`src/rtl/phy_ctl_pkg.sv`:
```
package phy_ctl_pkg;
  localparam int REG_W = 16;

  // Control fields, packed so that they land on bits 15..8 of the word
  typedef struct packed {
    logic soft_rst;   // 15
    logic loopback;   // 14
    logic spd100;     // 13
    logic an_en;      // 12
    logic pdown;      // 11
    logic isolate;    // 10
    logic restart;    // 9
    logic full_dup;   // 8
  } ctl_t;

  localparam int B_SOFT_RST = 15;
  localparam int B_SPD      = 13;
  localparam int B_AN_EN    = 12;
  localparam int B_RESTART  = 9;

  function automatic logic [REG_W-1:0] ctl_pack(input ctl_t c);
    return {c, 8'h00};
  endfunction

  function automatic ctl_t ctl_unpack(input logic [REG_W-1:0] w);
    return ctl_t'(w[REG_W-1:REG_W-8]);
  endfunction
endpackage

```
`src/rtl/phy_rst_sync.sv`:
```
module phy_rst_sync #(
  parameter int STAGES = 2
) (
  input  logic clk,
  input  logic rst_n,
  output logic rst_n_sync
);
  logic [STAGES-1:0] chain_q;
  logic [STAGES-1:0] chain_d;

  always_comb begin
    chain_d = {chain_q[STAGES-2:0], 1'b1};
  end

  always_ff @(posedge clk or negedge rst_n) begin
    if (!rst_n) chain_q <= '0;
    else        chain_q <= chain_d;
  end

  assign rst_n_sync = chain_q[STAGES-1];
endmodule

```
`src/rtl/phy_strap_latch.sv`:
```
module phy_strap_latch (
  input  logic clk,
  input  logic rst_n,
  input  logic strap_an_en,
  input  logic strap_spd_valid,
  input  logic strap_spd,
  output logic done,
  output logic def_an,
  output logic def_spd
);
  logic done_q, an_q, spd_q;
  logic an_d, spd_d, cap_en;

  always_comb begin
    cap_en = !done_q;
    an_d   = strap_an_en;
    spd_d  = strap_spd_valid ? strap_spd : 1'b1;
  end

  always_ff @(posedge clk or negedge rst_n) begin
    if (!rst_n) begin
      done_q <= 1'b0;
      an_q   <= 1'b0;
      spd_q  <= 1'b0;
    end else if (cap_en) begin
      done_q <= 1'b1;
      an_q   <= an_d;
      spd_q  <= spd_d;
    end
  end

  // Before capture, the defaults are the live pins, so that the control
  // register can load them on the same edge the latch captures them.
  assign done    = done_q;
  assign def_an  = done_q ? an_q  : an_d;
  assign def_spd = done_q ? spd_q : spd_d;
endmodule

```
`src/rtl/phy_ctl_core.sv`:
```
module phy_ctl_core
  import phy_ctl_pkg::*;
(
  input  logic             clk,
  input  logic             rst_n,
  input  logic             loaded,
  input  logic             wr_ctl,
  input  logic [REG_W-1:0] wdata,
  input  logic             def_an,
  input  logic             def_spd,
  output ctl_t             ctl
);
  ctl_t ctl_q, ctl_d, dflt, wr_val;
  logic ctl_en;

  always_comb begin
    dflt          = '0;
    dflt.an_en    = def_an;
    dflt.spd100   = def_spd;

    wr_val         = ctl_unpack(wdata);
    wr_val.soft_rst = 1'b0;
    wr_val.restart  = wdata[B_AN_EN] & (wdata[B_RESTART] | ~ctl_q.an_en);

    ctl_en = !loaded | wr_ctl | ctl_q.soft_rst | ctl_q.restart;

    ctl_d          = ctl_q;
    ctl_d.soft_rst = 1'b0;
    ctl_d.restart  = 1'b0;
    if (!loaded) begin
      ctl_d = dflt;
    end else if (wr_ctl) begin
      if (wdata[B_SOFT_RST]) begin
        ctl_d          = dflt;
        ctl_d.soft_rst = 1'b1;
      end else begin
        ctl_d = wr_val;
      end
    end
  end

  always_ff @(posedge clk or negedge rst_n) begin
    if (!rst_n)      ctl_q <= '0;
    else if (ctl_en) ctl_q <= ctl_d;
  end

  assign ctl = ctl_q;
endmodule

```
`src/rtl/phy_stat_word.sv`:
```
module phy_stat_word
  import phy_ctl_pkg::*;
#(
  parameter logic [6:0] CAP_BITS = 7'b0111100
) (
  output logic [REG_W-1:0] stat
);
  for (genvar i = 0; i < REG_W; i++) begin : g_bit
    if (i >= REG_W - 7) begin : g_cap
      assign stat[i] = CAP_BITS[i-(REG_W-7)];
    end else begin : g_zero
      assign stat[i] = 1'b0;
    end
  end
endmodule

```
`src/rtl/phy_mode_sel.sv`:
```
module phy_mode_sel
  import phy_ctl_pkg::*;
(
  input  ctl_t ctl,
  input  logic an_link_speed,
  input  logic an_link_full,
  output logic phy_speed_100,
  output logic phy_full_duplex
);
  always_comb begin
    if (ctl.an_en) begin
      phy_speed_100   = an_link_speed;
      phy_full_duplex = an_link_full;
    end else begin
      phy_speed_100   = ctl.spd100;
      phy_full_duplex = ctl.full_dup;
    end
  end
endmodule

```
`src/rtl/phy_ctl_regs.sv`:
```
module phy_ctl_regs
  import phy_ctl_pkg::*;
#(
  parameter int         ADDR_W    = 5,
  parameter int         CTL_ADDR  = 0,
  parameter int         STAT_ADDR = 1,
  parameter logic [6:0] CAP_BITS  = 7'b0111100
) (
  input  logic              clk,
  input  logic              rst_n,
  input  logic              strap_an_en,
  input  logic              strap_spd_valid,
  input  logic              strap_spd,
  input  logic              reg_wr,
  input  logic [ADDR_W-1:0] reg_addr,
  input  logic [REG_W-1:0]  reg_wdata,
  output logic [REG_W-1:0]  reg_rdata,
  input  logic              an_link_speed,
  input  logic              an_link_full,
  output logic              phy_speed_100,
  output logic              phy_full_duplex,
  output logic              an_enable,
  output logic              an_restart,
  output logic              phy_isolate,
  output logic              phy_loopback
);
  localparam logic [ADDR_W-1:0] A_CTL  = ADDR_W'(CTL_ADDR);
  localparam logic [ADDR_W-1:0] A_STAT = ADDR_W'(STAT_ADDR);

  logic rst_int_n, loaded, def_an, def_spd, wr_ctl;
  ctl_t ctl;
  logic [REG_W-1:0] stat;

  phy_rst_sync #(.STAGES(2)) u_rsync (
    .clk(clk), .rst_n(rst_n), .rst_n_sync(rst_int_n)
  );

  phy_strap_latch u_strap (
    .clk(clk), .rst_n(rst_int_n),
    .strap_an_en(strap_an_en), .strap_spd_valid(strap_spd_valid), .strap_spd(strap_spd),
    .done(loaded), .def_an(def_an), .def_spd(def_spd)
  );

  assign wr_ctl = reg_wr && (reg_addr == A_CTL);

  phy_ctl_core u_core (
    .clk(clk), .rst_n(rst_int_n), .loaded(loaded), .wr_ctl(wr_ctl),
    .wdata(reg_wdata), .def_an(def_an), .def_spd(def_spd), .ctl(ctl)
  );

  phy_stat_word #(.CAP_BITS(CAP_BITS)) u_stat (.stat(stat));

  phy_mode_sel u_mode (
    .ctl(ctl), .an_link_speed(an_link_speed), .an_link_full(an_link_full),
    .phy_speed_100(phy_speed_100), .phy_full_duplex(phy_full_duplex)
  );

  always_comb begin
    if (reg_addr == A_CTL)       reg_rdata = ctl_pack(ctl);
    else if (reg_addr == A_STAT) reg_rdata = stat;
    else                         reg_rdata = '0;
  end

  assign an_enable    = ctl.an_en;
  assign an_restart   = ctl.restart;
  assign phy_isolate  = ctl.isolate;
  assign phy_loopback = ctl.loopback;
endmodule

```
`config.mk`:
```
export PLATFORM = sky130hd
export DESIGN_NAME = phy_ctl_regs
export DESIGN_NICKNAME = d
export VERILOG_FILES = /design/src/rtl/phy_ctl_pkg.sv /design/src/rtl/phy_rst_sync.sv /design/src/rtl/phy_strap_latch.sv /design/src/rtl/phy_ctl_core.sv /design/src/rtl/phy_stat_word.sv /design/src/rtl/phy_mode_sel.sv /design/src/rtl/phy_ctl_regs.sv
export SDC_FILE = /design/constraint.sdc
export NUM_CORES = 1
export LEC_CHECK = 0
export BUFFER_PORTS_ARGS = -buffer_cell sky130_fd_sc_hd__buf_2
export CORE_UTILIZATION = 42
export DETAILED_ROUTE_END_ITERATION = 16
export GPL_TIMING_DRIVEN = 0
export MAX_ROUTING_LAYER = met4
export PLACE_DENSITY = 0.82
export SYNTH_ARGS = -nofsm -noshare
export SYNTH_HDL_FRONTEND = slang
export SYNTH_SLANG_ARGS = --single-unit
```
`constraint.sdc`:
```
create_clock -name clk -period 2.86 [get_ports clk]
set_clock_uncertainty 0.05 [all_clocks]
set_input_delay 0.572 -clock clk [delete_from_list [all_inputs] [get_ports clk]]
set_output_delay 0.572 -clock clk [all_outputs]
set_load 0.01 [all_outputs]
```
==> results.md, run 1 <==
* Status: finished clean
* DRC violations left at 0
* CTS tree: built
* Crit Path Category: in2out
* Grt ovf at 0
* Clock power frac at 0.308
* Layout cells sized above 1 at 0.415
* Avg WL per Cell at approximately 11 µm
* Vias in the first global route at 526
* Post-synth EDFFs at 0
* Peak Freq at about 440 MHz
* Multi-input logic area at 335 µm²
* Peak supply drop at between 0.3 and 0.4 mV
* Syn. warnings at 0
* Die Wd at between 40 and 50 µm
* Ys flop type: dfrtp_1
* Register Area at between 300 and 400 µm²
* Mapped cell area at approximately 700 µm²
* Via density at about 4.8
* Sequential Power Share at 0.532
* Post-CTS sizing at 0
* Die ar. at 0.00186 mm²
* Synth area leader: dfrtp_1
* GRT met3 Usage at 0.0383
* Clock Path Buffers at 2
* Drt total wl at between 1000 and 1500 µm
* Synth unique cells at 21
* Period minus WS final at between 2 and 2.5 ns
* Core area at about 0.0015 mm²
* RSZ-0062 raised after global routing: false
* H-tree levels at 1
* P per Cell Area at about 400 mW/mm²
* Initial Util at 0.460
* Min Hold Slack at 0.0120 ns
* Top post-synthesis cells by count: dfrtp_1 (13), buf_4 (9), nand2_1 (9), and2_1 (5)
* CP max stage cell: nor4_4
* First-pass GRT wire length at roughly 2100 µm
* Combinational Power Share at 0.160
* Post-synth top area share at 0.459
* Core Rows at 14
* Largest net degree at the start of global routing at 12
* Fill cells at 153
* Ant. Diodes at 0
* Crit. Startpoint: reg_addr[4]
* Post-detailed-route count of antenna-violating nets at 0
* TritonCTS Sinks at 13
* Initial DRC Count at 10
* Skew-Pair Late Insertion Delay at about 0.28 ns
* Met2 usage at 0.281
* Post-place instance area at approximately 930 µm²
* CP most frequent cell: buf_2
* Worst r2r src: u_strap.done
* Max cap viols at 0
* All-Layer GR Usage at 0.161
* Port bufs at 34
* CP Data Required Time at 2.24 ns
* Clock Pin Slew Worst Setup and Hold Paths at 0.08 ns
* First-pass DRT Iterations at 4
* Crit path buffers/inverters at 2
* Internal power at about 0.28 mW
* Global routing met1 resource utilization at 0.186
* CP Max Fanout at 7
* Critical path data arrival time at 1.64 ns
* Final Hold Viols at 0
* Switching pwr at 0.0979 mW
* Crit path cell chain: buf_2 -> nor4_4 -> nor2b_1 -> and2_1 -> buf_2
* DIE HEIGHT at between 40 and 50 µm
* Cell count after synthesis at 72
* Final core occ at 0.620
* Synth top area cells: dfrtp_1 (46%), buf_4 (9.5%), nand2_1 (4.8%), and2_1 (4.4%), a21boi_1 (4.2%)
* CTS root buf: clkbuf_4
* Count leader, synth: dfrtp_1
* Gpl congestion at 0.784
* Hold_buf cts at 0
* Sequential element share of the synthesized area at 0.459
* Design area at approximately 960 µm²
* Dpl hpwl at 1160 µm
* IO Pins at 51
* Final nets at approximately 150
* Synth-to-Final Area Change at 34.7%
* Gr busiest metal: met2
* Top delay family on crit path: simple AND/OR/NAND/NOR gates
* Worst stage delay on the critical path at 0.43 ns
* Post-synthesis register bit count at 13
* Vias at around 640
* Crit path capture type: output pin
* Net Sw Frac at 0.261
* Final Total Pwr at about 0.38 mW
* Cts bufs inserted at 3
* Setup TNS at 0 ns
* Initial antenna violation count at 0
* Post-CTS setup buffer count at 0
* Worst setup SP type: primary input
* Hold Path Class: in2async
* Pleak at between 0.5 and 0.6 nW
* Final Cycle Share at 0.792
* Mean post-synth cell area at about 9.9 µm²
* Setup Viol. Count Final at 0
* Final Max Slew Viols at 0
* Asr flop ratio synth at 1.00
## layout make-up
type	instances	area share
timing repair buffer	34	0.178
sequential	13	0.340
multi-input combinational	55	0.351
tap	16	0.0209
inverter	2	0.00785
buffer	10	0.0746
clock buffer	4	0.0275
## path summary, 6_finish.rpt
path                                      end  slack, ns  cells after the start
setup / recovery                reg_rdata[10]       0.59                      5
setup reg to reg                u_core.ctl[5]       1.77                      3
min in group clk           u_rsync.chain_q[1]       0.31                      0
hold / removal             u_rsync.chain_q[1]       0.01                      1
max in group asynchronous       u_core.ctl[1]       2.32                      0
hold reg to reg                 u_core.ctl[4]       0.13                      0
## cells by family (layout without fill, tap and decap cells)
| family | after synthesis | in the layout | share of synthesized area |
|---|---|---|---|
| simple gates | 30 | 30 | 0.256 |
| buf+inv | 12 | 50 | 0.111 |
| mux | 3 | 3 | 0.0459 |
| other cells | 2 | 10 | 0.0106 |
| compound gates | 12 | 12 | 0.118 |
| flops | 13 | 13 | 0.459 |
## cell usage in the layout, fill, tap and decap left out
| master | n |
|---|---|
| a21oi_1 | 1 |
| nand2_1 | 9 |
| clkbuf_1 | 2 |
| and2_1 | 5 |
| a211oi_1 | 1 |
| a21boi_1 | 4 |
| nand2b_1 | 2 |
| o21a_1 | 4 |
| dfrtp_1 | 13 |
| mux2i_1 | 1 |
| inv_1 | 2 |
| o21ai_0 | 1 |
| conb_1 | 10 |
| and3_1 | 2 |
| buf_2 | 34 |
| nand3b_1 | 4 |
| o22ai_1 | 1 |
| nand3_1 | 3 |
| clkbuf_4 | 3 |
| nor4_4 | 1 |
| nor2b_1 | 4 |
| mux2_2 | 2 |
| buf_4 | 9 |
## per-layer routing
layer,share of wire,vias up
met5,0,-
met4,0.012,0
met3,0.070,2
met2,0.53,32
met1,0.39,289
li1,-,316
## power by group through the flow
stage / Combinational (mW) / Sequential [mW] / Clock, mW
after floorplan: 0.0340 / 0.202 / 0
after global placement: 0.0580 / 0.203 / 0
after detailed placement: 0.0600 / 0.203 / 0
after CTS: 0.0603 / 0.200 / 0.115
after global routing: 0.0655 / 0.201 / 0.121
final: 0.0601 / 0.199 / 0.116
## per-stage QoR
step	instances	worst slack, ns
finish	134	0.593
global route	134	0.455
CTS	134	0.575
detailed placement	130	0.579
global placement	130	0.621
floorplan	80	0.911
## flip-flops by register name, indices dropped and copies added (netlist names)
signal and cells:
u_strap.done 1, u_rsync.chain_q 2, u_strap.spd_q 1, u_core.ctl 8, u_strap.an_q 1
No activity file was read; power rests on OpenSTA's default activity.
==> run 2, diff against run 1 <==
--- a/config.mk
+++ b/config.mk
@@ -6,11 +6,12 @@
 export NUM_CORES = 1
 export LEC_CHECK = 0
 export BUFFER_PORTS_ARGS = -buffer_cell sky130_fd_sc_hd__buf_2
-export CORE_UTILIZATION = 42
+export CORE_ASPECT_RATIO = 0.75
+export CORE_UTILIZATION = 39
 export DETAILED_ROUTE_END_ITERATION = 16
 export GPL_TIMING_DRIVEN = 0
 export MAX_ROUTING_LAYER = met4
-export PLACE_DENSITY = 0.82
+export PLACE_DENSITY = 0.77
 export SYNTH_ARGS = -nofsm -noshare
 export SYNTH_HDL_FRONTEND = slang
 export SYNTH_SLANG_ARGS = --single-unit
==> constraint.sdc (replaced) <==
create_clock -name clk -period 2.1 [get_ports clk]
set_clock_uncertainty 0.05 [all_clocks]
set_input_delay 0.42 -clock clk [delete_from_list [all_inputs] [get_ports clk]]
set_output_delay 0.42 -clock clk [all_outputs]
set_load 0.01 [all_outputs]
==> run 2 against run 1 <==
Compared with the run above: global-route usage rose by 0.23 points; die area up 7.4%; critical path type unchanged; power increased by 34%; largest power group unchanged; sequential power grew 36%; non-clock buffer count grew 1; worst setup slack got worse by 0.43 ns.
==> results.md, run 2 (synthesis results as in run 1) <==
* Status: finished clean
* Clock power frac at 0.297 (-0.011)
* Switching pwr at 0.124 mW (+27%)
* Peak Freq at slightly above 500 MHz
* Dpl hpwl at 1080 µm (-7.2%)
* Internal power at 0.379 mW (+37%)
* DIE HEIGHT at 38.9 µm (-9.7%)
* Core area at 0.00159 mm² (+3.2%)
* RSZ-0062 raised after global routing: false
* Gpl congestion at 0.750 (-4.3%)
* Cts bufs inserted at 3 (unchanged)
* CTS tree: built
* First-pass GRT wire length at 2170 µm (+1.6%)
* Final Max Slew Viols at 0 (unchanged)
* Pleak at 0.538 nW (+0.78%)
* Critical path data arrival time at 1.47 ns (-0.17 ns)
* Final non-filler cell total at 140 (+4.5%)
* Worst setup SP type: primary input
* Most common cell after layout, fill and taps aside: buf_2
* Final Hold Viols at 0 (unchanged)
* Hold Path Class: reg2async
* Max cap viols at 0 (unchanged)
* Avg WL per Cell at 9.41 µm (-14%)
* IO Pins at 51 (unchanged)
* Post-detailed-route count of antenna-violating nets at 0 (unchanged)
* Vias at 606 (-5.2%)
* All-Layer GR Usage at 0.163 (+0.00232)
* DR WL met2 at 632 µm (-18%)
* Combinational Power Share at 0.163 (+0.003)
* Final nets at 149 (+0.68%)
* Crit Path Category: in2out
* Post-CTS sizing at 0 (unchanged)
* Initial antenna violation count at 0 (unchanged)
* Uppermost routed layer: met4
* Net Sw Frac at 0.247 (-0.0143)
* Drt total wl at 1320 µm (-10%)
* Via density at 4.33 (-9.2%)
* Grt ovf at 0 (unchanged)
* CTS root buf: clkbuf_4
* Crit path capture type: output pin
* TritonCTS Sinks at 13 (unchanged)
* Post-CTS setup buffer count at 0 (unchanged)
* Ant. Diodes at 0 (unchanged)
* Clock Path Buffers at 2 (unchanged)
* Synth-to-Final Area Change at 37.0%
* Core Rows at 12 (-2)
* Clock Pin Slew Worst Setup and Hold Paths at 0.07 ns (about the same)
* Max FFs per register at 8 (unchanged)
* Setup Viol. Count Final at 0 (unchanged)
* Period minus WS final at just under 2 ns
* Initial Util at 0.446 (-0.0145)
* H-tree levels at 1 (unchanged)
* Met3 wire len at 105 µm (+1.9%)
* Skew-Pair Late Insertion Delay at 0.27 ns (about the same)
* Met1 Wirelength at 564 µm (-1.2%)
* CP Max Fanout at 7 (unchanged)
* P per Cell Area at 517 mW/mm² (+32%)
* Layout cells sized above 1 at 0.412 (-0.00349)
* Cells after DPL at 135 (+3.8%)
* Commonest cells after routing, fill and taps aside: buf_2 (34), dfrtp_1 (13), conb_1 (10)
* Initial DRC Count at 5 (-5)
* Setup TNS at 0 ns (unchanged)
* Die ar. at 0.00200 mm² (+7.4%)
* DRC violations left at 0 (unchanged)
* Sequential Power Share at 0.539 (+0.007)
* Die Wd at 51.3 µm (+19%)
* Vias in the first global route at 520 (-1.1%)
* Largest net degree at the start of global routing at 12 (unchanged)
* Final Cycle Share at 0.923
* First-pass DRT Iterations at 4 (unchanged)
* Peak supply drop at 0.465 mV (+20%)
* Reg2reg path depth at 3 (unchanged)
* CP Data Required Time at 1.63 ns (-0.61 ns)
* Port bufs at 34 (unchanged)
* Hold_buf cts at 1 (+1)
run 2: through the flow:
step / area [µm²] / setup slack, ns / utilization / hold WS (ns) / power [mW]
floorplan: 739 / 0.455 / - / 0.0744 / 0.321
global placement: 936 / 0.181 / 0.588 / 0.133 / 0.356
detailed placement: 936 / 0.133 / 0.588 / 0.135 / 0.358
CTS: 972 / 0.135 / 0.611 / 0.143 / 0.508
global route: 972 / 0.0585 / 0.611 / 0.169 / 0.534
finish: 972 / 0.161 / 0.611 / 0.124 / 0.503
run 2: worst max-delay path, cell delays in order:
cell,delay [ns]
buf_2,0.11
nor4_4,0.40
nor2b_1,0.26
and2_1,0.15
buf_2,0.12
run 2: area by class of cell:
cell class,count,area [µm²]
Buffer,10,71.3
Clock buffer,4,26.3
Fill cell,158,619
Inverter,2,7.51
Multi-Input combinational cell,55,335
Sequential cell,13,325
Tap cell,21,26.3
Timing Repair Buffer,35,180
run 2: final timing paths:
kind	slack (ns)	start	to
setup / recovery	0.16	reg_addr[4]	reg_rdata[8]
hold / removal	0.12	u_rsync.chain_q[1]	u_core.ctl[6]
setup reg to reg	0.99	u_strap.done	u_core.ctl[5]
hold reg to reg	0.12	u_rsync.chain_q[1]	u_core.ctl[6]
max in group asynchronous	1.51	rst_n	u_rsync.chain_q[0]
min in group clk	0.31	u_rsync.chain_q[0]	u_rsync.chain_q[1]
run 2: power by group through the flow:
stage | combinational (mW) | clock (mW) | sequential (mW)
2_1_floorplan | 0.0463 | 0 | 0.275
3_3_place_gp | 0.0791 | 0 | 0.276
3_5_place_dp | 0.0808 | 0 | 0.277
4_1_cts | 0.0827 | 0.154 | 0.272
5_1_grt | 0.0913 | 0.169 | 0.273
6_report | 0.0822 | 0.149 | 0.271
run 2: layer usage:
metal  up-vias  global-route usage
li1        316                   -
met1       262               0.178
met2        25               0.280
met3         3              0.0588
met4         0              0.0608
met5         -                   -
